<file path="src/rtl/bscan_pkg.sv">
package bscan_pkg;

    typedef enum logic [2:0] {
        CELL_BDATA,
        CELL_BCTRL,
        CELL_OUT,
        CELL_IN,
        CELL_INT
    } cell_kind_e;

    // Kind of the cell at chain position idx (0 = tdo end).
    function automatic cell_kind_e kind_at(int idx, int nb, int no, int ni);
        if (idx < 2 * nb)
            return (idx % 2 == 0) ? CELL_BDATA : CELL_BCTRL;
        else if (idx < 2 * nb + no)
            return CELL_OUT;
        else if (idx < 2 * nb + no + ni)
            return CELL_IN;
        else
            return CELL_INT;
    endfunction

    // Pin index inside the cell's own group.
    function automatic int slot_at(int idx, int nb, int no, int ni);
        if (idx < 2 * nb)
            return idx / 2;
        else if (idx < 2 * nb + no)
            return idx - 2 * nb;
        else if (idx < 2 * nb + no + ni)
            return idx - 2 * nb - no;
        else
            return idx - 2 * nb - no - ni;
    endfunction

endpackage

</file>
<file path="src/rtl/bscan_capture_route.sv">
module bscan_capture_route #(
    parameter int NUM_BIDIR = 4,
    parameter int NUM_OUT   = 3,
    parameter int NUM_IN    = 3,
    parameter int NUM_INT   = 2,
    localparam int CHAIN_LEN = 2 * NUM_BIDIR + NUM_OUT + NUM_IN + NUM_INT
) (
    input  logic [NUM_OUT-1:0]   core_obuf,
    input  logic [NUM_BIDIR-1:0] core_bidir_oe,
    input  logic [NUM_BIDIR-1:0] pad_bidir_in,
    input  logic [NUM_IN-1:0]    pad_in,
    input  logic [NUM_INT-1:0]   core_int,
    output logic [CHAIN_LEN-1:0] cap_vec
);
    import bscan_pkg::*;

    for (genvar i = 0; i < CHAIN_LEN; i++) begin : g_cell
        localparam cell_kind_e KIND = kind_at(i, NUM_BIDIR, NUM_OUT, NUM_IN);
        localparam int         SLOT = slot_at(i, NUM_BIDIR, NUM_OUT, NUM_IN);
        if (KIND == CELL_BDATA) begin : g_bdata
            // received value, independent of the driver state
            assign cap_vec[i] = pad_bidir_in[SLOT];
        end else if (KIND == CELL_BCTRL) begin : g_bctrl
            // control polarity is 1 = disabled
            assign cap_vec[i] = ~core_bidir_oe[SLOT];
        end else if (KIND == CELL_OUT) begin : g_out
            assign cap_vec[i] = core_obuf[SLOT];
        end else if (KIND == CELL_IN) begin : g_in
            assign cap_vec[i] = pad_in[SLOT];
        end else begin : g_int
            assign cap_vec[i] = core_int[SLOT];
        end
    end

endmodule

</file>
<file path="src/rtl/bscan_shift_path.sv">
module bscan_shift_path #(
    parameter int                 CHAIN_LEN = 16,
    parameter logic [CHAIN_LEN-1:0] RST_VEC = '0
) (
    input  logic                 tck,
    input  logic                 trst_n,
    input  logic                 tdi,
    input  logic                 capture_en,
    input  logic                 shift_en,
    input  logic [CHAIN_LEN-1:0] cap_vec,
    output logic [CHAIN_LEN-1:0] cells,
    output logic                 tdo
);
    typedef struct packed {
        logic [CHAIN_LEN-1:0] cells;
    } shift_state_t;

    shift_state_t state_d, state_q;

    always_comb begin
        state_d = state_q;
        if (capture_en) begin
            state_d.cells = cap_vec;                       // capture wins
        end else if (shift_en) begin
            state_d.cells = {tdi, state_q.cells[CHAIN_LEN-1:1]};
        end
    end

    always_ff @(posedge tck or negedge trst_n) begin
        if (!trst_n) state_q <= '{cells: RST_VEC};
        else         state_q <= state_d;
    end

    assign cells = state_q.cells;
    assign tdo   = state_q.cells[0];

    assert_capture_load_R4: assert property (@(posedge tck) disable iff (!trst_n)
        capture_en |=> cells == $past(cap_vec));
    assert_shift_move_R3: assert property (@(posedge tck) disable iff (!trst_n)
        (shift_en && !capture_en) |=> cells[CHAIN_LEN-2:0] == $past(cells[CHAIN_LEN-1:1]));
    assert_tdi_entry_R3: assert property (@(posedge tck) disable iff (!trst_n)
        (shift_en && !capture_en) |=> cells[CHAIN_LEN-1] == $past(tdi));
    assert_idle_hold_R6: assert property (@(posedge tck) disable iff (!trst_n)
        (!shift_en && !capture_en) |=> $stable(cells));

endmodule

</file>
<file path="src/rtl/bscan_update_bank.sv">
module bscan_update_bank #(
    parameter int                  UPD_LEN = 11,
    parameter logic [UPD_LEN-1:0]  RST_VEC = '0
) (
    input  logic               tck,
    input  logic               trst_n,
    input  logic               update_en,
    input  logic [UPD_LEN-1:0] shift_cells,
    output logic [UPD_LEN-1:0] latch
);
    typedef struct packed {
        logic [UPD_LEN-1:0] latch;
    } upd_state_t;

    upd_state_t state_d, state_q;

    always_comb begin
        state_d = state_q;
        if (update_en) state_d.latch = shift_cells;
    end

    always_ff @(negedge tck or negedge trst_n) begin
        if (!trst_n) state_q <= '{latch: RST_VEC};
        else         state_q <= state_d;
    end

    assign latch = state_q.latch;

    assert_latch_hold_R6: assert property (@(negedge tck) disable iff (!trst_n)
        !update_en |=> $stable(latch));
    assert_latch_load_R6: assert property (@(negedge tck) disable iff (!trst_n)
        update_en |=> latch == $past(shift_cells));

endmodule

</file>
<file path="src/rtl/bscan_pad_mux.sv">
module bscan_pad_mux #(
    parameter int NUM_BIDIR = 4,
    parameter int NUM_OUT   = 3,
    parameter int NUM_IN    = 3,
    localparam int UPD_LEN  = 2 * NUM_BIDIR + NUM_OUT
) (
    input  logic                 mode,
    input  logic [UPD_LEN-1:0]   latch,
    input  logic [NUM_OUT-1:0]   core_obuf,
    input  logic [NUM_BIDIR-1:0] core_bidir_data,
    input  logic [NUM_BIDIR-1:0] core_bidir_oe,
    input  logic [NUM_BIDIR-1:0] pad_bidir_in,
    input  logic [NUM_IN-1:0]    pad_in,
    output logic [NUM_OUT-1:0]   pad_obuf,
    output logic [NUM_BIDIR-1:0] pad_bidir_out,
    output logic [NUM_BIDIR-1:0] pad_bidir_oe,
    output logic [NUM_IN-1:0]    core_in,
    output logic [NUM_BIDIR-1:0] core_bidir_in
);
    for (genvar k = 0; k < NUM_BIDIR; k++) begin : g_bidir
        // data latch at 2k, control latch at 2k+1 (1 = high impedance)
        assign pad_bidir_out[k] = mode ? latch[2*k]       : core_bidir_data[k];
        assign pad_bidir_oe[k]  = mode ? ~latch[2*k + 1]  : core_bidir_oe[k];
    end

    for (genvar j = 0; j < NUM_OUT; j++) begin : g_out
        assign pad_obuf[j] = mode ? latch[2*NUM_BIDIR + j] : core_obuf[j];
    end

    assign core_in       = pad_in;
    assign core_bidir_in = pad_bidir_in;

endmodule

</file>
<file path="src/rtl/bscan_pin_chain.sv">
module bscan_pin_chain #(
    parameter int NUM_BIDIR = 4,
    parameter int NUM_OUT   = 3,
    parameter int NUM_IN    = 3,
    parameter int NUM_INT   = 2
) (
    input  logic                 tck,
    input  logic                 trst_n,
    input  logic                 tdi,
    input  logic                 capture_en,
    input  logic                 shift_en,
    input  logic                 update_en,
    input  logic                 mode,
    output logic                 tdo,
    input  logic [NUM_OUT-1:0]   core_obuf,
    input  logic [NUM_BIDIR-1:0] core_bidir_data,
    input  logic [NUM_BIDIR-1:0] core_bidir_oe,
    input  logic [NUM_INT-1:0]   core_int,
    input  logic [NUM_IN-1:0]    pad_in,
    input  logic [NUM_BIDIR-1:0] pad_bidir_in,
    output logic [NUM_OUT-1:0]   pad_obuf,
    output logic [NUM_BIDIR-1:0] pad_bidir_out,
    output logic [NUM_BIDIR-1:0] pad_bidir_oe,
    output logic [NUM_IN-1:0]    core_in,
    output logic [NUM_BIDIR-1:0] core_bidir_in
);
    import bscan_pkg::*;

    localparam int CHAIN_LEN = 2 * NUM_BIDIR + NUM_OUT + NUM_IN + NUM_INT;
    localparam int UPD_LEN   = 2 * NUM_BIDIR + NUM_OUT;

    function automatic logic [CHAIN_LEN-1:0] ctrl_mask_f();
        logic [CHAIN_LEN-1:0] m;
        m = '0;
        for (int i = 0; i < CHAIN_LEN; i++)
            if (kind_at(i, NUM_BIDIR, NUM_OUT, NUM_IN) == CELL_BCTRL) m[i] = 1'b1;
        return m;
    endfunction

    // control cells reset to the safe (disabled) value
    localparam logic [CHAIN_LEN-1:0] SHIFT_RST = ctrl_mask_f();
    localparam logic [UPD_LEN-1:0]   UPD_RST   = SHIFT_RST[UPD_LEN-1:0];

    logic [CHAIN_LEN-1:0] cap_vec;
    logic [CHAIN_LEN-1:0] shift_cells;
    logic [UPD_LEN-1:0]   upd_latch;

    bscan_capture_route #(
        .NUM_BIDIR(NUM_BIDIR), .NUM_OUT(NUM_OUT), .NUM_IN(NUM_IN), .NUM_INT(NUM_INT)
    ) u_route (
        .core_obuf     (core_obuf),
        .core_bidir_oe (core_bidir_oe),
        .pad_bidir_in  (pad_bidir_in),
        .pad_in        (pad_in),
        .core_int      (core_int),
        .cap_vec       (cap_vec)
    );

    bscan_shift_path #(
        .CHAIN_LEN(CHAIN_LEN), .RST_VEC(SHIFT_RST)
    ) u_shift (
        .tck        (tck),
        .trst_n     (trst_n),
        .tdi        (tdi),
        .capture_en (capture_en),
        .shift_en   (shift_en),
        .cap_vec    (cap_vec),
        .cells      (shift_cells),
        .tdo        (tdo)
    );

    bscan_update_bank #(
        .UPD_LEN(UPD_LEN), .RST_VEC(UPD_RST)
    ) u_update (
        .tck         (tck),
        .trst_n      (trst_n),
        .update_en   (update_en),
        .shift_cells (shift_cells[UPD_LEN-1:0]),
        .latch       (upd_latch)
    );

    bscan_pad_mux #(
        .NUM_BIDIR(NUM_BIDIR), .NUM_OUT(NUM_OUT), .NUM_IN(NUM_IN)
    ) u_mux (
        .mode            (mode),
        .latch           (upd_latch),
        .core_obuf       (core_obuf),
        .core_bidir_data (core_bidir_data),
        .core_bidir_oe   (core_bidir_oe),
        .pad_bidir_in    (pad_bidir_in),
        .pad_in          (pad_in),
        .pad_obuf        (pad_obuf),
        .pad_bidir_out   (pad_bidir_out),
        .pad_bidir_oe    (pad_bidir_oe),
        .core_in         (core_in),
        .core_bidir_in   (core_bidir_in)
    );

    assert_core_bypass_R2: assert property (@(posedge tck) disable iff (!trst_n)
        !mode |-> (pad_obuf == core_obuf && pad_bidir_oe == core_bidir_oe
                   && pad_bidir_out == core_bidir_data));
    assert_tdo_follows_R3: assert property (@(posedge tck) disable iff (!trst_n)
        (shift_en && !capture_en) |=> tdo == $past(shift_cells[1]));
    assert_pads_hold_R6: assert property (@(posedge tck) disable iff (!trst_n)
        (mode && $stable(mode) && !$past(update_en) && !update_en)
            |-> ($stable(pad_obuf) && $stable(pad_bidir_oe) && $stable(pad_bidir_out)));

endmodule

</file>
<file path="config.mk">
export PLATFORM = sky130hd
export DESIGN_NAME = bscan_pin_chain
export DESIGN_NICKNAME = d
export VERILOG_FILES = /design/src/rtl/bscan_pkg.sv /design/src/rtl/bscan_capture_route.sv /design/src/rtl/bscan_shift_path.sv /design/src/rtl/bscan_update_bank.sv /design/src/rtl/bscan_pad_mux.sv /design/src/rtl/bscan_pin_chain.sv
export SDC_FILE = /design/constraint.sdc
export NUM_CORES = 1
export LEC_CHECK = 0
export ABC_AREA = 1
export BUFFER_PORTS_ARGS = -buffer_cell sky130_fd_sc_hd__clkbuf_2
export CORE_AREA = 2 2 71 73
export DETAILED_ROUTE_END_ITERATION = 7
export DIE_AREA = 0 0 73 75
export PLACE_DENSITY = 0.53
export SLEW_MARGIN = 20
export SYNTH_ARGS = -nofsm -noshare
export SYNTH_HDL_FRONTEND = slang
export SYNTH_SLANG_ARGS = --single-unit
export TNS_END_PERCENT = 50
</file>
<file path="constraint.sdc">
create_clock -name tck -period 1 [get_ports tck]
set_input_delay 0 -clock tck [delete_from_list [all_inputs] [get_ports tck]]
set_output_delay 0 -clock tck [all_outputs]
set_load 0.03 [all_outputs]
</file>
# Word level (Yosys, flattened, before mapping)
# Index checks and enable logic that the tools add are counted.
# totals
input_bits	27
register_bits	27
output_inout_bits	19
# op_classes
n_bitwise	8
n_mux	13
reduce_logical	1
# op_table
op	count
$mux 16	2
$mux 1	11
$not 1->1	8
$reduce_bool 2->1	1

# Longest topological paths before layout
# logic_depth
depth_word	2
mapped_depth	5

# By module
# From an unflattened synthesis, not the netlist that was laid out.
# unflattened
hier_cells	200
hier_area_um2	1524.0
# by_module_without_submodules
mod	instances	seq_area_each_um2	cells_per_inst	area_each_um2
bscan_shift_path	1	405.4	89	774.5
bscan_update_bank	1	280.3	48	430.4
bscan_pad_mux	1	0.0	47	214.0
bscan_capture_route	1	0.0	16	105.1

==> impl_summary.md <==
Cells and area
The post-layout net count is 285. The proportion of layout cells with a drive suffix above 1 is a little over two fifths. The layout has 455 filler cells. 0 antenna diodes ended up in the layout. The finished layout holds 311 standard cells, fillers aside. The core utilization of the finished layout is between 40% and 50%. Compared with the post-synthesis result, the final layout area differs by 63.3%. In the layout the commonest cells are nand2_1, clkbuf_2, buf_4, nand3_1, dlygate4sd3_1. Leaving out fill and tap cells, the most frequent cell in the layout is nand2_1.

CTS
The clock sink count is 27. The library cell used as clock root buffer is clkbuf_8. The clock passes through at most 2 buffers.

TritonCTS built the clock tree. The clock latency on the worst-skew pair is 0.34 ns. In this run the number of H-tree levels came out at 1.

The number of clock buffers inserted by TritonCTS is 3. The register clock-pin slew on the reported worst setup and hold paths is around 0.10 ns.

Synth
By area, the combinational part of the netlist is dominated by simple AND/OR/NAND/NOR gates. The post-synthesis net count is 202. In this run the mean area of a mapped cell was roughly 8 sq um. In this run the biggest area consumer among cell types represents 21.7% of the synthesized area. The portion of netlist area occupied by mux cells is 0%. The part of the Yosys area used for sequential elements is about half.

Summing the areas of all compound-gate instances in the mapped netlist gives 7.96% of the synthesized area. The cell count after synthesis came out at 175. The share of the synthesized netlist area taken by xor and xnor gates is 0%. After synthesis the cells add up to 1380 sq um. The synthesized netlist contains 13 unique library cells. The fraction of the mapped netlist area in adder cells is 0%. The count of warnings emitted by yosys is 0.

The synthesized design contains 27 register bits. Summed over all instances, the cell type with the most area after synthesis is dfrtp_1. The area share of and/or/nand/nor cells after synthesis is 29.1%. Yosys attributes the largest share of cell area to dfrtp_1, nand2_1, dfstp_2.

Timing
The setup violation total in the final timing report is 22. The count of endpoints failing hold in the final timing report is 0. Setup repair after global routing could not meet its margin everywhere.

For the final database, setup skew stands at 0.0696 ns. The worst pin sits at a relative slew slack of ~74%. The minimum setup slack in the final design is -0.575 ns. The slew of the pin with the lowest slew margin is 0.387 ns. The total count of max-transition violations in the final report was 0.

Power and ir drop
The sequential fraction of design power is 43.3%. In this run switching power makes up a little under a third of total power. The power per cell area is 1350 nW/um^2. Cell internal power was estimated by the tool at 2.12 mW. Combinational logic burns 32.2% of the power. For this design the total switching power over the nets is 0.930 mW. For this design the static power due to leakage is 1.14 nW.

The portion of total power attributed to the clock network is between 20% and 30%. The worst-case IR drop observed on VDD is 509 uV.

Worst hold path
The worst hold path belongs to the class in2reg.

Die
The number of primary I/O pins is 46. The core region area is 4660 sq um. The floorplan row count is 25. The chip height is 75 um.

The die covers 5480 sq um. In this run the horizontal extent of the chip is 73 um. Once the floorplan was initialized, standard cells occupied between 20% and 30% of the core.

Placed design
After detailed placement, the design holds a cell count of between 200 and 300. The count of buffers inserted at the top-level ports is 45. Detailed placement ended at an HPWL of 2410 um. Routability-driven placement finished with a final weighted congestion of around 0.70.

The post-placement setup slack is -0.263 ns.

Outcome
The final reports fail on negative setup slack. The flow ran to the end, but the final reports show violations.

Drt
After detailed routing, the number of remaining DRC violations is 0. The wire length after detailed routing is 3250 um. The per-cell routed wire length is ~10 um. In this run, the number of DRC markers left after iteration 0 of detailed routing was 38. In this run the remaining antenna-violating nets after routing total 0. The average vias per placed instance is around 4.3. Before antenna repair, the detailed router went through 4 iterations. The total vias in the final route is 1344.

Critical path
Of all nets on the critical path, the largest fanout is 2. Traced cell by cell, the critical path runs through o21ai_4, buf_8. The endpoint class of the critical path is an output port.

The largest individual stage delay along the critical path comes from the cell dfstp_2. On the worst path, the slowest cell contributes a delay of 0.55 ns. The critical path startpoint category is a register. The data required time at the worst endpoint is 1.00 ns. STA puts the critical path data arrival time at about 1.6 ns. The classification of the worst setup path is reg2out.

Run
The number of maximum-capacitance violations is 0.

Global routing
The total overflow left after global routing is 0. The wire length of the first global-routing pass is 5880 um. The pin count of the biggest net entering global routing is 23. The total routing resource utilization after global routing is 13.7%. The initial antenna violation count is 0. The number of global-route vias before repair is between 1000 and 1500.
repair_timing:
item	4_1_cts	5_1_grt
resized for setup	40	14
setup buffers	6	1
endpoints found under the hold margin	32	0
cloned	0	0
pin swaps	2	5
hold buffers	18	0
setup endpoints to repair	23	23
worst max-delay path: cells and delay by family, from the launching register on:
family                 cells  cell delay, ns
AOI/OAI and AO/OA          1            0.06
buffers and inverters      1            0.13
DFF                        1            0.55
through the flow:
| step | hold WS, ns | TNS, ns | instance area [sq um] | power (mW) |
|---|---|---|---|---|
| 3_5_place_dp | -0.0795 | -4.95 | 1840 | 2.12 |
| 4_1_cts | 0.131 | -8.07 | 2230 | 3.05 |
| 5_1_grt | 0.173 | -8.78 | 2260 | 3.26 |
| 6_report | 0.126 | -7.83 | 2260 | 3.05 |
| 2_1_floorplan | -0.296 | -3.46 | 1500 | 1.84 |
| 3_3_place_gp | -0.0802 | -4.73 | 1840 | 2.11 |
Yosys cell counts:
master	instances
buf_8	1
nor2_8	1
inv_1	13
buf_6	2
buf_4	10
dfrtn_1	7
dfstp_2	8
nand3_1	24
buf_2	4
inv_2	1
dfrtp_1	12
nand2_1	70
o21ai_0	22
kinds of logic (layout without fill, tap and decap cells):
group / after synthesis / count (layout)
buf+inv: 31 / 113
compound gates: 22 / 22
flops: 27 / 27
simple gates: 95 / 95
worst paths after layout:
kind                                                from                            end  slack [ns]  cells past startpoint
max                        u_update.latch[3]$_DFFE_NN1P_                pad_bidir_oe[1]       -0.57                      2
min                                           capture_en  u_shift.cells[15]$_DFFE_PN0P_        0.13                      3
max reg2reg                 u_shift.cells[3]$_DFFE_PN1P_  u_update.latch[3]$_DFFE_NN1P_       -0.21                      2
min reg2reg                u_update.latch[7]$_DFFE_NN1P_  u_update.latch[7]$_DFFE_NN1P_        0.47                      2
max in group asynchronous                         trst_n  u_update.latch[1]$_DFFE_NN1P_        0.10                      2
min in group asynchronous                         trst_n   u_shift.cells[4]$_DFFE_PN0P_        0.15                      2
per-layer routing:
| metal | global-route usage, % | share of wire, % |
|---|---|---|
| met5 | 0 | 0 |
| met4 | 4.32 | 1.2 |
| met3 | 2.01 | 3.6 |
| met2 | 23.7 | 46 |
| met1 | 17.7 | 49 |
flip-flops by register name, summed over array words and instances (netlist names):
signal / count
u_shift.cells: 16
u_update.latch: 11
power by group through the flow:
| stage | registers [mW] | clock network (mW) | logic (mW) |
|---|---|---|---|
| global placement | 1.32 | 0.0311 | 0.753 |
| finish | 1.32 | 0.748 | 0.980 |
| detailed placement | 1.33 | 0.0311 | 0.758 |
| floorplan | 1.33 | 0.0311 | 0.471 |
| global route | 1.33 | 0.848 | 1.08 |
| CTS | 1.32 | 0.786 | 0.946 |
layout make-up:
class	count	area (sq um)	area share (%)
repair buffers	92	751	33.2
clock buffers	4	55.1	2.44
flip-flops and latches	27	687	30.4
well taps	54	67.6	2.99
inverters	13	48.8	2.16
clock inverters	4	15.0	0.664
multi-input cells	117	636	28.1
Note: power is estimated with default switching activity, not from simulation.
